===== src/rtl/rxq_idle_pkg.sv =====
// Package: shared types for the receive FIFO idle detector.
// Assumes: nothing beyond IEEE 1800-2017.
package rxq_idle_pkg;

    // Control seen by the bit-time counter in one cycle
    typedef struct packed {
        logic active;   // FIFO non-empty and detection enabled
        logic restart;  // start bit, FIFO pop, or inactive
    } cnt_ctrl_t;

endpackage


===== src/rtl/rxq_bit_timer.sv =====
// Module: rxq_bit_timer
// Counts bit ticks since the last restart and saturates one past LIMIT.
// Emits a one-cycle expire pulse on the tick that crosses LIMIT.
// Assumes: baud_tick is a single-cycle pulse; ctrl.restart covers inactivity.
module rxq_bit_timer
    import rxq_idle_pkg::*;
#(
    parameter int IDLE_BITS = 8
) (
    input  logic      clk,
    input  logic      rst_n,
    input  cnt_ctrl_t ctrl,
    input  logic      baud_tick,
    output logic      expire
);
    localparam int              SAT_VAL = IDLE_BITS + 1;
    localparam int              CNT_W   = $clog2(SAT_VAL + 1);
    localparam logic [CNT_W-1:0] LIMIT  = CNT_W'(IDLE_BITS);
    localparam logic [CNT_W-1:0] SAT    = CNT_W'(SAT_VAL);

    logic [CNT_W-1:0] cnt_q;

    // Crossing pulse: tick arriving with count at the limit and no restart
    always_comb begin
        expire = ctrl.active && !ctrl.restart && baud_tick && (cnt_q == LIMIT);
    end

    // Counter: clear on restart, advance on tick, hold at saturation
    always_ff @(posedge clk) begin
        if (!rst_n) begin
            cnt_q <= '0;
        end else if (ctrl.restart) begin
            cnt_q <= '0;
        end else if (baud_tick && (cnt_q != SAT)) begin
            cnt_q <= cnt_q + 1'b1;
        end
    end

    AST_CNT_SAT: assert property (@(posedge clk) disable iff (!rst_n)
        cnt_q <= SAT);
    AST_CNT_RESTART: assert property (@(posedge clk) disable iff (!rst_n)
        ctrl.restart |=> (cnt_q == '0));
    AST_CNT_HOLD: assert property (@(posedge clk) disable iff (!rst_n)
        (!ctrl.restart && !baud_tick) |=> $stable(cnt_q));

endmodule


===== src/rtl/rxq_idle_flag.sv =====
// Module: rxq_idle_flag
// Sticky idle flag: set by the timer's expire pulse, cleared by software,
// by an empty FIFO or by disabling detection.
// Assumes: expire is a single-cycle pulse.
module rxq_idle_flag (
    input  logic clk,
    input  logic rst_n,
    input  logic expire,
    input  logic sw_clr,
    input  logic fifo_nonempty,
    input  logic det_en,
    output logic flag
);
    // Flag register: any clear source wins over a set
    always_ff @(posedge clk) begin
        if (!rst_n) begin
            flag <= 1'b0;
        end else if (sw_clr || !fifo_nonempty || !det_en) begin
            flag <= 1'b0;
        end else if (expire) begin
            flag <= 1'b1;
        end
    end

    AST_SW_CLEAR: assert property (@(posedge clk) disable iff (!rst_n)
        sw_clr |=> !flag);
    AST_EMPTY_CLEAR: assert property (@(posedge clk) disable iff (!rst_n)
        !fifo_nonempty |=> !flag);
    AST_DISABLE_CLEAR: assert property (@(posedge clk) disable iff (!rst_n)
        !det_en |=> !flag);
    AST_SET_CAUSE: assert property (@(posedge clk) disable iff (!rst_n)
        $rose(flag) |-> $past(expire));

endmodule


===== src/rtl/rxq_idle_detector.sv =====
// Module: rxq_idle_detector (top)
// Watches a receive FIFO for a quiet line while data waits and raises an
// idle flag and interrupt after more than IDLE_BITS bit times.
// Assumes: rxq_pop is the pop strobe decoded from reads of the shared
// receive/transmit data address; all inputs are synchronous to clk.
module rxq_idle_detector
    import rxq_idle_pkg::*;
#(
    parameter int IDLE_BITS = 8
) (
    input  logic clk,
    input  logic rst_n,
    input  logic rxq_nonempty,
    input  logic rx_start_det,
    input  logic baud_tick,
    input  logic idle_det_en,
    input  logic rx_irq_en,
    input  logic rxq_pop,
    input  logic idle_clr,
    output logic idle_flag,
    output logic rx_irq
);
    cnt_ctrl_t ctrl;
    logic      expire;

    // Counter control: active only with data waiting and detection on
    always_comb begin
        ctrl.active  = rxq_nonempty && idle_det_en;
        ctrl.restart = !ctrl.active || rx_start_det || rxq_pop;
    end

    rxq_bit_timer #(
        .IDLE_BITS (IDLE_BITS)
    ) u_timer (
        .clk       (clk),
        .rst_n     (rst_n),
        .ctrl      (ctrl),
        .baud_tick (baud_tick),
        .expire    (expire)
    );

    rxq_idle_flag u_flag (
        .clk           (clk),
        .rst_n         (rst_n),
        .expire        (expire),
        .sw_clr        (idle_clr),
        .fifo_nonempty (rxq_nonempty),
        .det_en        (idle_det_en),
        .flag          (idle_flag)
    );

    // Interrupt request: idle flag gated by the receive interrupt enable
    always_comb begin
        rx_irq = idle_flag && rx_irq_en;
    end

    AST_IRQ_NEEDS_EN: assert property (@(posedge clk) disable iff (!rst_n)
        $rose(rx_irq) |-> rx_irq_en);
    AST_IRQ_NEEDS_FLAG: assert property (@(posedge clk) disable iff (!rst_n)
        rx_irq |-> idle_flag);

endmodule


===== config.mk =====
export PLATFORM = sky130hd
export DESIGN_NAME = rxq_idle_detector
export DESIGN_NICKNAME = d
export VERILOG_FILES = /design/src/rtl/rxq_idle_pkg.sv /design/src/rtl/rxq_bit_timer.sv /design/src/rtl/rxq_idle_flag.sv /design/src/rtl/rxq_idle_detector.sv
export SDC_FILE = /design/constraint.sdc
export NUM_CORES = 1
export LEC_CHECK = 0
export BUFFER_PORTS_ARGS = -buffer_cell sky130_fd_sc_hd__buf_2
export CORE_AREA = 3 3 40 42
export DETAILED_ROUTE_END_ITERATION = 12
export DIE_AREA = 0 0 43 45
export PLACE_DENSITY_LB_ADDON = 0.12
export SLEW_MARGIN = 20
export SYNTH_ARGS = -nofsm -noshare
export SYNTH_HDL_FRONTEND = slang
export SYNTH_SLANG_ARGS = --single-unit

===== constraint.sdc =====
create_clock -name clk -period 2.8 [get_ports clk]
set_input_delay 0.56 -clock clk [delete_from_list [all_inputs] [get_ports clk]]
set_output_delay 0.56 -clock clk [all_outputs]
set_load 0.01 [all_outputs]

==> summary.txt, run 1 <==
Synth
  • Synth area leaders: dfxtp_1 35%, ha_1 13%, a21oi_1 5.2%
  • Mapped Cells: 33
  • Distinct cells, synth: 19
  • Syn_area_per_cell: 8.720 um^2
  • Async set-or-reset flop fraction in the synthesized netlist: 0%
  • Post-synthesis compound-gate area fraction: 14.78%
  • Post-synth top area share: 34.78%
  • Post-synthesis mux area share: 0%
  • Synth cell count leaders: 5 x dfxtp_1, 3 x a21oi_1, 3 x ha_1, 3 x inv_1, 3 x nand3_1
  • Count leader, synth: dfxtp_1
  • Simple-gate share of the synthesized area: 30.43%
  • Primary FF master, synth: dfxtp_1
  • Synth Area in Adders: 13.04%
  • Synth area leader: dfxtp_1
  • Post-synth EDFFs: 0
  • Main combinational cell family by area after synthesis: simple AND/OR/NAND/NOR gates
  • Synthesized area: 287.8 um^2
  • XOR/XNOR share of the synthesized area: 3.043%
  • Syn_nets: 45
  • Synth warn: 0
  • Yosys reg bits: 5
  • Seq/Total Area, Yosys: 34.78%

Place
  • HPWL after DPL: 501.1 um
  • Dpl cells: 58
  • Routability Congestion: 0.7398
  • # port buffers: 10

STA
  • Max Fclk: 0.6770 GHz
  • Final min period: 1.477 ns
  • Worst Skew: 0.0008889 ns
  • Slew @ Worst Pin: 0.2039 ns
  • Fin. Hold Viols: 0
  • Tcrit/Tclk final: 52.75%
  • Relative slew slack: 86.41%
  • Setup_tns: 0 ns
  • Final-report setup violation count: 0
  • Final Max Tran Viols: 0
  • RSZ-0062 raised after global routing: no

Power and ir drop
  • Int Power: 0.1308 mW
  • Pwr Density: 441.9 mW/mm^2
  • Psw: 0.03842 mW
  • Static Leak: 0.1622 nW
  • Final Total Pwr: 0.1692 mW
  • Worst VDD drop: 0.1660 mV
  • Combinational fraction of design power: 5.7%
  • Power share of the clock group: 51.9%
  • Reg power frac: 42.4%
  • Sw Ratio: 22.71%

Cells and area
  • Final Non-Filler Cells: 62
  • Layout fillers: 146
  • Nets: 60
  • Share of cells above drive strength 1: 34.04%
  • Area grow syn2layout: 33.04%
  • Core Util, Final: 29.80%
  • Ant. Diodes: 0

Drt
  • WL/cell: 10.23 um
  • # DRC: 0
  • Initial DRT Pass Iterations: 3
  • Via density: 4.484
  • Drt initial violations: 5
  • ANT nets after route: 0
  • DR vias: 278
  • Post-Route WL: 634 um

Global routing
  • Met3 Use GR: 4.781%
  • GRT Util Overall: 8.347%
  • Global route overflow: 0
  • Initial antenna violation count: 0
  • Largest net degree at the start of global routing: 7
  • Met2 usage: 11.68%
  • Most Used Layer, Global Route: met2
  • Vias in the first global route: 260
  • Grt met1 use: 8.981%
  • Global-route wire length before repair: 1097 um

Floorplanning
  • Die area: 0.001935 mm^2
  • Die X: 43 um
  • Core Area: 0.001285 mm^2
  • Die Y: 45 um
  • # rows: 13
  • Ports: 11
  • Initial Utilization: 22.40%

Clock network
  • Worst skew pair latency: 0.25 ns
  • H-tree depth: 1
  • Clock Sink Count: 5
  • Clock buffer count from CTS: 3
  • Clock buffer depth: 2
  • CTS resizes: 0
  • Cts hold-fix bufs: 0
  • Clock slew at reported path FFs: 0.05 ns
  • Setup Buffers After CTS: 0
  • CTS tree: built
  • Root Buffer: clkbuf_4

Worst setup path
  • Setup crit start kind: input pin
  • Reg2reg path depth: 5
  • Setup crit end kind: output pin
  • Critical path required time: 2.24 ns
  • WP data arrival: 0.92 ns
  • Worst Path Max Fanout: 1
  • CP Class: in -> out

Job
  • Max_cap viols: 0

Hold path
  • Hold path depth: 2
  • Hold crit path type: in -> reg

Status
  • Status: completed
[sequential cells by signal, indices dropped and copies added (netlist names)]
signal         flops
u_flag.flag        1
u_timer.cnt_q      4
[path summary, 6_finish.rpt]
path / from / end / slack (ns)
setup / recovery: rx_irq_en / rx_irq / 1.32
hold / removal: idle_clr / u_flag.flag / 0.47
setup reg to reg: u_timer.cnt_q[0] / u_flag.flag / 1.60
hold reg to reg: u_flag.flag / u_flag.flag / 0.51
[metrics by stage]
step	hold WS [ns]	area, um^2	setup slack [ns]
after detailed placement	0.5099	356.6	1.320
after global placement	0.4940	356.6	1.323
final	0.4713	382.9	1.323
after CTS	0.4628	382.9	1.319
after global routing	0.4730	382.9	1.301
after floorplan	0.4839	287.8	1.515
[area by class of cell]
class                           instances  area, um^2  share of cell area [%]
Tap cell                               15       18.77                   4.902
Clock buffer                            4       26.28                   6.863
Sequential cell                         5       100.1                   26.14
Multi-Input combinational cell         25       176.4                   46.08
Timing Repair Buffer                   10       50.05                   13.07
Inverter                                3       11.26                   2.941
[worst max-delay path, stage by stage]
cell,delay (ns)
buf_2,0.09
and2_1,0.14
buf_2,0.13
[per-layer routing]
layer	wire length [um]	vias to the layer above
met2	303	7
li1	-	142
met1	254	126
met5	0	-
met4	27	0
met3	48	3
[cell families after synthesis]
kind of cell,Yosys count
compound gates,7
xor+xnor,1
flops,5
simple gates,14
fa+ha+maj,3
buf+inv,3
[placed cells by master, fill, tap and decap left out, types with 2 or more instances in the layout]
cell	Yosys	routed
nand3_1	3	3
clkbuf_4	0	3
ha_1	3	3
nor2_1	2	2
dfxtp_1	5	5
inv_1	3	3
o21ai_0	2	2
a21oi_1	3	3
buf_2	0	10
[power by group through the flow]
| stage | logic (mW) | registers (mW) | clock network [mW] |
|---|---|---|---|
| global route | 0.0109 | 0.0716 | 0.0954 |
| CTS | 0.00963 | 0.0717 | 0.0920 |
| finish | 0.00957 | 0.0717 | 0.0879 |
| detailed placement | 0.00947 | 0.0731 | 0 |
| global placement | 0.00925 | 0.0731 | 0 |
| floorplan | 0.00264 | 0.0730 | 0 |
(Power assumes the default switching activity.)
==> run 2: changes to the inputs <==
==> constraint.sdc (replaced) <==
create_clock -name clk -period 1.4 [get_ports clk]
set_input_delay 0.28 -clock clk [delete_from_list [all_inputs] [get_ports clk]]
set_output_delay 0.28 -clock clk [all_outputs]
set_load 0.01 [all_outputs]
==> summary.txt, run 2 (same netlist as run 1, synthesis figures left out) <==
STA
  • Relative slew slack: 86.43% (was 86.41%)
  • Final Max Tran Viols: 0 (unchanged)
  • Slew @ Worst Pin: 0.2035 ns (was 0.2039 ns)
  • Final min period: 1.195 ns
  • Max Fclk: 0.8370 GHz
  • Hold WS: 0.2007 ns (was 0.4713 ns)
  • Worst Skew: 0.0002909 ns (was 0.0008889 ns)
  • Setup_tns: 0 ns (unchanged)
  • Fin. Hold Viols: 0 (unchanged)
  • RSZ-0062 raised after global routing: no (unchanged)
  • Tcrit/Tclk final: 85.33%
  • Final-report setup violation count: 0 (unchanged)

Cells and area
  • Share of cells above drive strength 1: 34.04% (unchanged)
  • Nets: 60 (unchanged)
  • Commonest cells after routing, fill and taps aside: 10 x buf_2, 5 x dfxtp_1 (unchanged)
  • Layout fillers: 136 (was 146)
  • Core Util, Final: 29.80% (unchanged)
  • Top reg by flops: u_timer.cnt_q (unchanged)
  • Area grow syn2layout: 33.04% (unchanged)
  • Top flop regs: u_timer.cnt_q: 4 flops, u_flag.flag: 1 flops (unchanged)
  • Largest register FFs: 4 (unchanged)
  • Finished Cell Area: 382.9 um^2 (unchanged)
  • Ant. Diodes: 0 (unchanged)
  • Most common cell after layout, fill and taps aside: buf_2 (unchanged)

Drt
  • Post-Route WL: 595 um (was 634 um)
  • Via density: 4.290 (was 4.484)
  • Initial DRT Pass Iterations: 2 (was 3)
  • ANT nets after route: 0 (unchanged)
  • Drt initial violations: 1 (was 5)
  • WL/cell: 9.597 um (was 10.23 um)
  • DR vias: 266 (was 278)
  • # DRC: 0 (unchanged)

Worst setup path
  • Slowest Stage Delay on Critical Path: 0.39 ns (was 0.14 ns)
  • Setup crit start kind: flop (was input pin)
  • Worst setup endpoint: u_flag.flag (was rx_irq)
  • Worst reg-to-reg setup slack: 0.21 ns (was 1.60 ns)
  • Setup crit end kind: flop (was output pin)
  • Largest delay share family, worst path: flip-flops (was buffers and inverters)
  • Critical Path Source: u_timer.cnt_q[0] (was rx_irq_en)
  • CP Class: reg -> reg (was in -> out)
  • WP data arrival: 1.33 ns (was 0.92 ns)
  • Worst Path Max Fanout: 5 (was 1)
  • WP depth: 5 (was 3)
  • FF-to-FF End: u_flag.flag (unchanged)
  • CP Cell Sequence: inv_1 -> ha_1 -> and4b_1 -> a21oi_1 -> nor3_2 (was buf_2 -> and2_1 -> buf_2)
  • Critical path required time: 1.53 ns (was 2.24 ns)
  • Reg2reg start: u_timer.cnt_q[0] (unchanged)
  • Slowest-stage cell, CP: dfxtp_1 (was and2_1)
  • Reg2reg path depth: 5 (unchanged)
  • WP buf/inv: 1 (was 2)

Hold path
  • HP Start: idle_clr (unchanged)
  • Hold crit path type: in -> reg (unchanged)

Job
  • Max_cap viols: 0 (unchanged)

Global routing
  • GRT Util Overall: 6.328% (was 8.347%)
  • Global route overflow: 0 (unchanged)
  • Global-route wire length before repair: 834 um (was 1097 um)
  • Largest net degree at the start of global routing: 7 (unchanged)
  • Initial antenna violation count: 0 (unchanged)
  • Vias in the first global route: 220 (was 260)

Floorplanning
  • Ports: 11 (unchanged)
  • Die area: 0.001935 mm^2 (unchanged)
  • Initial Utilization: 22.40% (unchanged)
  • Die Y: 45 um (unchanged)
  • # rows: 13 (unchanged)
  • Die X: 43 um (unchanged)
  • Core Area: 0.001285 mm^2 (unchanged)

Clock network
  • Clock slew at reported path FFs: 0.04 ns (was 0.05 ns)
  • CTS tree: built (unchanged)
  • CTS resizes: 0 (unchanged)
  • Clock Sink Count: 5 (unchanged)
  • Root Buffer: clkbuf_4 (unchanged)
  • Clock buffer depth: 2 (unchanged)
  • Clock buffer count from CTS: 3 (unchanged)
  • Setup Buffers After CTS: 0 (unchanged)
  • Worst skew pair latency: 0.24 ns (was 0.25 ns)
  • H-tree depth: 1 (unchanged)
  • Cts hold-fix bufs: 0 (unchanged)

Place
  • # port buffers: 10 (unchanged)
  • Routability Congestion: 0.8178 (was 0.7398)
  • Cell area after placement: 356.6 um^2 (unchanged)
  • HPWL after DPL: 478.5 um (was 501.1 um)

Power and ir drop
  • Worst VDD drop: 0.3706 mV (was 0.1660 mV)
  • Pwr Density: 868.2 mW/mm^2 (was 441.9 mW/mm^2)
  • Static Leak: 0.1622 nW (unchanged)

Status
  • Status: completed (unchanged)
-- run 2: metal layers --
metal / vias up / routed length [um] / global-route usage [%]
li1: 142 / - / -
met1: 117 / 244 / 5.301
met2: 7 / 293 / 10.78
met3: 0 / 57 / 5.976
met4: 0 / 0 / 1.807
met5: - / 0 / 0
-- run 2: worst min-delay path by stage --
stage             endpoint  cells past startpoint
2_1_floorplan  u_flag.flag                      1
3_3_place_gp   u_flag.flag                      2
3_5_place_dp   u_flag.flag                      2
4_1_cts        u_flag.flag                      2
5_1_grt        u_flag.flag                      2
6_report       u_flag.flag                      2
-- run 2: final cells by class --
| cell class | instances | area, um^2 | share of cell area (%) |
|---|---|---|---|
| timing repair buffer | 10 | 50.05 | 13.07 |
| tap | 15 | 18.77 | 4.902 |
| sequential | 5 | 100.1 | 26.14 |
| clock buffer | 4 | 26.28 | 6.863 |
| inverter | 3 | 11.26 | 2.941 |
| multi-input combinational | 25 | 176.4 | 46.08 |
-- run 2: metrics by stage --
stage | instances | setup WS, ns | total power, mW
final | 62 | 0.2053 | 0.3324
after detailed placement | 58 | 0.2183 | 0.1650
after floorplan | 33 | 0.3004 | 0.1513
after CTS | 62 | 0.1956 | 0.3405
after global placement | 58 | 0.2139 | 0.1647
after global routing | 62 | 0.1412 | 0.3583
-- run 2: where the power goes --
part	total (mW)	switching, mW	internal [mW]	leakage (nW)
Clock	0.170	0.0621	0.108	0.0150
Combinational	0.0188	0.00868	0.0101	0.107
Sequential	0.144	0.000394	0.143	0.0403
